**src/rtl/mstep_pkg.sv**
```systemverilog
package mstep_pkg;
  typedef enum logic {
    SET_A = 1'b0,
    SET_B = 1'b1
  } evset_e;
endpackage

```
**src/rtl/mstep_timer.sv**
```systemverilog
module mstep_timer
  import mstep_pkg::*;
#(
  parameter int TICKS_PER_SLOT = 20,
  parameter int SLOTS_PER_HALF = 5
) (
  input  logic   clk,
  input  logic   rst_n,
  input  logic   tick,
  output logic   slot_end,
  output logic   half_end,
  output logic   step_end,
  output evset_e cur_set
);
  localparam int TW = (TICKS_PER_SLOT > 1) ? $clog2(TICKS_PER_SLOT) : 1;
  localparam int SW = (SLOTS_PER_HALF > 1) ? $clog2(SLOTS_PER_HALF) : 1;

  logic [TW-1:0] tick_q;
  logic [SW-1:0] slot_q;
  evset_e        set_q;

  assign slot_end = tick && (tick_q == TW'(TICKS_PER_SLOT - 1));
  assign half_end = slot_end && (slot_q == SW'(SLOTS_PER_HALF - 1));
  assign step_end = half_end && (set_q == SET_B);
  assign cur_set  = set_q;

  always_ff @(posedge clk or negedge rst_n) begin
    if (!rst_n) begin
      tick_q <= '0;
      slot_q <= '0;
      set_q  <= SET_A;
    end else if (tick) begin
      tick_q <= slot_end ? '0 : tick_q + TW'(1);
      if (slot_end) begin
        slot_q <= half_end ? '0 : slot_q + SW'(1);
      end
      if (half_end) begin
        set_q <= (set_q == SET_A) ? SET_B : SET_A;
      end
    end
  end
endmodule

```
**src/rtl/mstep_evbank.sv**
```systemverilog
module mstep_evbank
  import mstep_pkg::*;
#(
  parameter int NCTR = 6,
  parameter int CW   = 32
) (
  input  logic               clk,
  input  logic               rst_n,
  input  logic [2*NCTR-1:0]  evt,
  input  evset_e             cur_set,
  input  logic               half_end,
  input  logic               step_end,
  output logic               ctr_en,
  output logic [2*NCTR*CW-1:0] totals
);
  // Saturating increment: holds at all-ones.
  function automatic logic [CW-1:0] sat_inc(input logic [CW-1:0] v, input logic hit);
    if (hit && (v != {CW{1'b1}})) return v + CW'(1);
    return v;
  endfunction

  assign ctr_en = !half_end;

  for (genvar i = 0; i < NCTR; i++) begin : g_ctr
    logic [CW-1:0] cnt;
    logic [CW-1:0] stage;
    logic [CW-1:0] tot_a;
    logic [CW-1:0] tot_b;
    logic          src;

    assign src = (cur_set == SET_A) ? evt[i] : evt[NCTR+i];

    always_ff @(posedge clk or negedge rst_n) begin
      if (!rst_n) begin
        cnt   <= '0;
        stage <= '0;
        tot_a <= '0;
        tot_b <= '0;
      end else begin
        if (half_end) cnt <= '0;
        else          cnt <= sat_inc(cnt, src && ctr_en);
        if (half_end && (cur_set == SET_A)) stage <= cnt;
        if (step_end) begin
          tot_a <= stage;
          tot_b <= cnt;
        end
      end
    end

    assign totals[i*CW +: CW]        = tot_a;
    assign totals[(NCTR+i)*CW +: CW] = tot_b;
  end
endmodule

```
**src/rtl/mstep_pwravg.sv**
```systemverilog
module mstep_pwravg #(
  parameter int PW    = 16,
  parameter int NSAMP = 10
) (
  input  logic          clk,
  input  logic          rst_n,
  input  logic          slot_end,
  input  logic          step_end,
  input  logic          pwr_valid,
  input  logic [PW-1:0] pwr_data,
  output logic [PW-1:0] avg,
  output logic          done,
  output logic          warn
);
  localparam int AW = PW + $clog2(NSAMP + 1);

  function automatic logic [PW-1:0] mean(input logic [AW-1:0] s);
    return PW'(s / AW'(NSAMP));
  endfunction

  logic [PW-1:0] held;
  logic [PW-1:0] sample;
  logic          got;
  logic [AW-1:0] acc;
  logic [AW-1:0] fin;
  logic          pend;

  assign sample = pwr_valid ? pwr_data : held;

  always_ff @(posedge clk or negedge rst_n) begin
    if (!rst_n) begin
      held <= '0;
      got  <= 1'b0;
      acc  <= '0;
      fin  <= '0;
      pend <= 1'b0;
      done <= 1'b0;
      avg  <= '0;
      warn <= 1'b0;
    end else begin
      if (pwr_valid) held <= pwr_data;
      if (slot_end)       got <= 1'b0;
      else if (pwr_valid) got <= 1'b1;
      if (slot_end && !pwr_valid && !got) warn <= 1'b1;
      if (step_end)      acc <= '0;
      else if (slot_end) acc <= acc + AW'(sample);
      if (step_end) fin <= acc + AW'(sample);
      pend <= step_end;
      done <= pend;
      if (pend) avg <= mean(fin);
    end
  end
endmodule

```
**src/rtl/mux_step_ctrl.sv**
```systemverilog
module mux_step_ctrl
  import mstep_pkg::*;
#(
  parameter int TICKS_PER_SLOT = 20,
  parameter int SLOTS_PER_HALF = 5,
  parameter int NCTR           = 6,
  parameter int CW             = 32,
  parameter int PW             = 16
) (
  input  logic                 clk,
  input  logic                 rst_n,
  input  logic                 tick,
  input  logic [2*NCTR-1:0]    evt,
  input  logic                 pwr_valid,
  input  logic [PW-1:0]        pwr_data,
  output logic                 ctr_sel,
  output logic                 ctr_en,
  output logic [2*NCTR*CW-1:0] evt_totals,
  output logic [PW-1:0]        pwr_avg,
  output logic                 step_done,
  output logic                 pwr_warn
);
  localparam int NSAMP = 2 * SLOTS_PER_HALF;

  logic   slot_end;
  logic   half_end;
  logic   step_end;
  evset_e cur_set;

  mstep_timer #(
    .TICKS_PER_SLOT(TICKS_PER_SLOT),
    .SLOTS_PER_HALF(SLOTS_PER_HALF)
  ) u_timer (
    .clk(clk), .rst_n(rst_n), .tick(tick),
    .slot_end(slot_end), .half_end(half_end), .step_end(step_end),
    .cur_set(cur_set)
  );

  mstep_evbank #(.NCTR(NCTR), .CW(CW)) u_bank (
    .clk(clk), .rst_n(rst_n), .evt(evt), .cur_set(cur_set),
    .half_end(half_end), .step_end(step_end),
    .ctr_en(ctr_en), .totals(evt_totals)
  );

  mstep_pwravg #(.PW(PW), .NSAMP(NSAMP)) u_pwr (
    .clk(clk), .rst_n(rst_n), .slot_end(slot_end), .step_end(step_end),
    .pwr_valid(pwr_valid), .pwr_data(pwr_data),
    .avg(pwr_avg), .done(step_done), .warn(pwr_warn)
  );

  assign ctr_sel = (cur_set == SET_B);
endmodule

```
**config.mk**
```make
export PLATFORM = sky130hd
export DESIGN_NAME = mux_step_ctrl
export DESIGN_NICKNAME = d
export VERILOG_FILES = /design/src/rtl/mstep_pkg.sv /design/src/rtl/mstep_timer.sv /design/src/rtl/mstep_evbank.sv /design/src/rtl/mstep_pwravg.sv /design/src/rtl/mux_step_ctrl.sv
export SDC_FILE = /design/constraint.sdc
export NUM_CORES = 2
export LEC_CHECK = 0
export BUFFER_PORTS_ARGS = -buffer_cell sky130_fd_sc_hd__buf_2
export CAP_MARGIN = 15
export CORE_MARGIN = 10
export CORE_UTILIZATION = 25
export CTS_CLUSTER_DIAMETER = 200
export DETAILED_ROUTE_END_ITERATION = 6
export SETUP_SLACK_MARGIN = 0.1
export SLEW_MARGIN = 5
export SYNTH_ARGS = -nofsm -noshare
export SYNTH_HDL_FRONTEND = slang
export SYNTH_SLANG_ARGS = --single-unit
```
**constraint.sdc**
```tcl
create_clock -name clk -period 5.3 [get_ports clk]
set_input_delay 0.265 -clock clk [delete_from_list [all_inputs] [get_ports clk]]
set_output_delay 0.265 -clock clk [all_outputs]
set_load 0.05 [all_outputs]
```
==> metrics.md <==
| Metric | Value |
|---|---|
| Status | `complete, but fails checks` |
| Failing checks | `setup timing` |
| Sw Ratio | `0.261` |
| Synth top area share | `0.581` |
| Root Buffer | `clkbuf_16` |
| Cell Pwr Density | `about 340 nW/um^2` |
| Adder-Cell Fraction of Synth Area | `0.00995` |
| Post-layout min period | `roughly 5.6 ns` |
| Combinational power share | `0.098` |
| Main combinational cell family by area after synthesis | `simple AND/OR/NAND/NOR gates` |
| Hold Vio Cnt, Final | `0` |
| Finished Layout Cells | `6275` |
| Final Max Slew Viols | `0` |
| Register area share after synthesis | `0.581` |
| CP Launch Type | `flip-flop` |
| Mean post-synth cell area | `just under 10 sq um` |
| Largest net degree at the start of global routing | `roughly 150` |
| DRC | `0` |
| Area contributors post-synth | `dfrtp_1 58%, nand2_1 13%, mux2_2 6.5%, xor2_1 2.7%, nor2_1 2.7%` |
| Num ports | `~440` |
| R2r setup slk | `-0.35 ns` |
| CTS Buf Count | `94` |
| WL/cell | `17.4 microns` |
| Max Cap Viol | `0` |
| First-pass GRT wire length | `about 170000 microns` |
| Cell Area, Placed | `about 42000 sq um` |
| Worst setup EP type | `flip-flop` |
| Worst Hold Class | `input pin to asynchronous set/reset pin` |
| DRT iter0 DRCs | `approximately 1700` |
| Core footprint | `146000 sq um` |
| Synthesized flop and latch total | `852` |
| Syn_nets | `between 3000 and 4000` |
| Clock transition at path regs | `0.06 ns` |
| CP max FO | `7` |
| Most common cell in the synthesized netlist | `nand2_1` |
| Number of nets in the layout | `roughly 4300` |
| FF-to-FF path depth | `21` |
| First-pass DRT Iterations | `5` |
| Endpoints failing setup | `3` |
| Arr. time, crit path | `just over 6 ns` |
| Clock Power Share | `0.439` |
| Drt via density | `~4.5` |
| Synth area leader | `dfrtp_1` |
| Final Cycle Share | `1.07` |
| Clock sinks | `852` |
| Number of buffers added on ports | `about 440` |
| Main synth FF type | `dfrtp_1` |
| Worst slew margin | `0.318` |
| R2r startpoint | `u_pwr.fin[17]$_DFFE_PN0P_` |
| Mux share of post-synthesis cell area | `0.0705` |
| Critical Path Start | `u_pwr.fin[17]$_DFFE_PN0P_` |
| CTS Buffer Depth | `3` |
| Max IR drop VDD | `between 0.0002 and 0.0003 V` |
| Post-synth EDFFs | `0` |
| Post-synthesis simple-gate area fraction | `0.210` |
| Pint | `11.5 mW` |
| CTS tree | `yes` |
| Req. time, crit path | `around 6 ns` |
| DP HPWL | `between 70000 and 80000 microns` |
| Die H | `slightly above 400 microns` |
| Netlist cell types | `between 90 and 100` |
| Most frequent cells after synthesis | `1307 x nand2_1, 852 x dfrtp_1, 264 x nor2_1` |
| Post-Syn Area | `roughly 37000 sq um` |
| Compound-gate portion of the synthesized area | `0.0604` |
| TNS Setup | `-0.727 ns` |
| Leakage | `~24 nW` |
| Placed cells | `6044` |
| Die area | `163000 sq um` |
| Ys async rst share | `1.00` |
| Cell Rows | `140` |
| Post-Syn Instances | `between 3000 and 4000` |
| Setup ws final | `-0.346 ns` |
| Register share of total power | `0.463` |
| Final Skew | `0.0379 ns` |
| Ratio of cells with drive above 1 in the final layout | `0.255` |
| NetSw | `roughly 4.1 mW` |
| Antenna violation net count after detailed routing | `0` |
| Die span in x | `403 microns` |
| H-tree levels | `3` |
| Syn. warnings | `0` |
| Vias in the first global route | `about 28000` |
| Xor/xnor cell area share of the yosys netlist | `0.0417` |
| Via count | `28000` |
| Routed WL | `109000 microns` |
| Fmax | `roughly 0.18 GHz` |
| Final Util | `0.318` |
| Post-route cell area | `around 46000 sq um` |
| Gpl congestion | `a little under 0.8` |
| Slew of the pin with the lowest slew margin | `about 1.0 ns` |
| Initial Util | `0.252` |
| Area grow syn2layout | `26.3%` |
| Grt ovf | `0` |
| Setup Crit Path Kind | `flip-flop to flip-flop` |
| GRT Total Usage | `0.130` |
| Clock Latency Late Sink | `0.70 ns` |
| Initial antenna violation count | `0` |
| RSZ-0062 raised after global routing | `yes` |
[critical path: stages, from the launching register on]
cell and delay, ns:
dfrtp_1 0.40, or2b_4 0.26, mux2i_1 0.09, a221o_1 0.39, a21o_4 0.27, o21a_1 0.24, or4_4 0.56, o211a_4 0.19
nor2_4 0.09, a211oi_1 0.07, o41a_1 0.44, a31o_4 0.28, a311oi_4 0.35, nor4_4 0.09, buf_4 0.17, or3_1 0.38
a32oi_2 0.22, mux2i_1 0.24, o2111a_2 0.30, a211oi_2 0.07, a311oi_2 0.26, a31oi_1 0.13
[final timing paths]
| check | endpoint |
|---|---|
| setup / recovery | u_pwr.avg[0]$_DFFE_PN0P_ |
| hold / removal | u_bank.g_ctr[2].tot_a[17]$_DFFE_PN0P_ |
| setup reg to reg | u_pwr.avg[0]$_DFFE_PN0P_ |
| hold reg to reg | u_bank.g_ctr[4].tot_a[22]$_DFFE_PN0P_ |
| max in group asynchronous | u_timer.tick_q[1]$_DFFE_PN0P_ |
| min in group clk | u_pwr.got$_DFFE_PN0P_ |
[registers in the layout, indices dropped and copies added (netlist names), 3 cells and up]
register and count:
u_bank.g_ctr.cnt 192, u_timer.slot_q 3, u_pwr.acc 20, u_pwr.fin 19, u_bank.g_ctr.tot_b 192, u_pwr.avg 16
u_bank.g_ctr.stage 192, u_pwr.held 16, u_timer.tick_q 5, u_bank.g_ctr.tot_a 192
[cells in the final DEF (no fill, tap or decap), types with 9 or more instances in the layout]
cell type | Yosys | routed
a21oi_1 | 70 | 63
a22o_1 | 14 | 13
and3_1 | 41 | 41
and4_1 | 11 | 11
buf_12 | 0 | 17
buf_2 | 8 | 435
buf_4 | 3 | 161
buf_6 | 6 | 17
clkbuf_1 | 172 | 13
clkbuf_16 | 0 | 94
clkbuf_8 | 0 | 25
clkinv_2 | 0 | 12
dfrtp_1 | 852 | 849
dlygate4sd3_1 | 0 | 23
ha_1 | 25 | 25
inv_1 | 52 | 51
mux2_2 | 213 | 213
mux2i_1 | 19 | 18
nand2_1 | 1307 | 1303
nand3_1 | 76 | 76
nand4_1 | 41 | 41
nor2_1 | 264 | 256
nor3_1 | 21 | 20
nor4_1 | 17 | 9
o21ai_0 | 101 | 98
or3_1 | 43 | 41
xnor2_1 | 60 | 59
xor2_1 | 115 | 115
[power groups by stage]
| stage | sequential, mW | clock [mW] | combinational (mW) |
|---|---|---|---|
| 4_1_cts | 7.20 | 7.06 | 1.52 |
| 3_5_place_dp | 7.32 | 0 | 1.47 |
| 2_1_floorplan | 7.17 | 0 | 1.04 |
| 3_3_place_gp | 7.31 | 0 | 1.43 |
| 5_1_grt | 7.26 | 7.31 | 1.74 |
| 6_report | 7.20 | 6.84 | 1.53 |
[stage by stage]
stage / power (mW) / worst slack (ns) / hold slack (ns)
floorplan: 8.20 / 0.102 / -0.0306
detailed placement: 8.79 / -0.655 / 0.371
finish: 15.6 / -0.346 / 0.186
CTS: 15.8 / -0.316 / 0.118
global route: 16.3 / -0.532 / 0.190
global placement: 8.74 / -0.622 / 0.371
[timing repair]
action / 4_1_cts / 5_1_grt
pin swaps: 36 / 46
endpoints found under the hold margin: 107 / 0
endpoints found under the setup margin: 4 / 6
gates cloned: 0 / 0
hold buffers: 23 / 0
gates resized for setup: 61 / 61
setup buffers: 22 / 10
[layer usage]
metal / vias up / wire, microns / GRT usage
met5: - / 0 / 0
li1: 13400 / - / -
met4: 0 / 3200 / 0.0458
met2: 529 / 50300 / 0.208
met1: 14000 / 50400 / 0.175
met3: 145 / 5020 / 0.0261
[logic make-up after synthesis]
kind of cell / Yosys count
and+or+nand+nor: 1865
DFF: 852
AOI/OAI and AO/OA: 322
buffers and inverters: 245
muxes: 232
xor gates and xnor gates: 175
adders and majority gates: 29
[area by class of cell]
cell class | instances | area, sq um
Fill cell | 15000 | 99400
Sequential cell | 852 | 21300
Clock buffer | 132 | 2750
Multi-Input combinational cell | 2623 | 15000
Clock inverter | 34 | 514
Inverter | 54 | 210
Tap cell | 1917 | 2400
Timing Repair Buffer | 655 | 4170
Antenna cell | 8 | 20.0
Note: power is estimated with default switching activity, not from simulation.
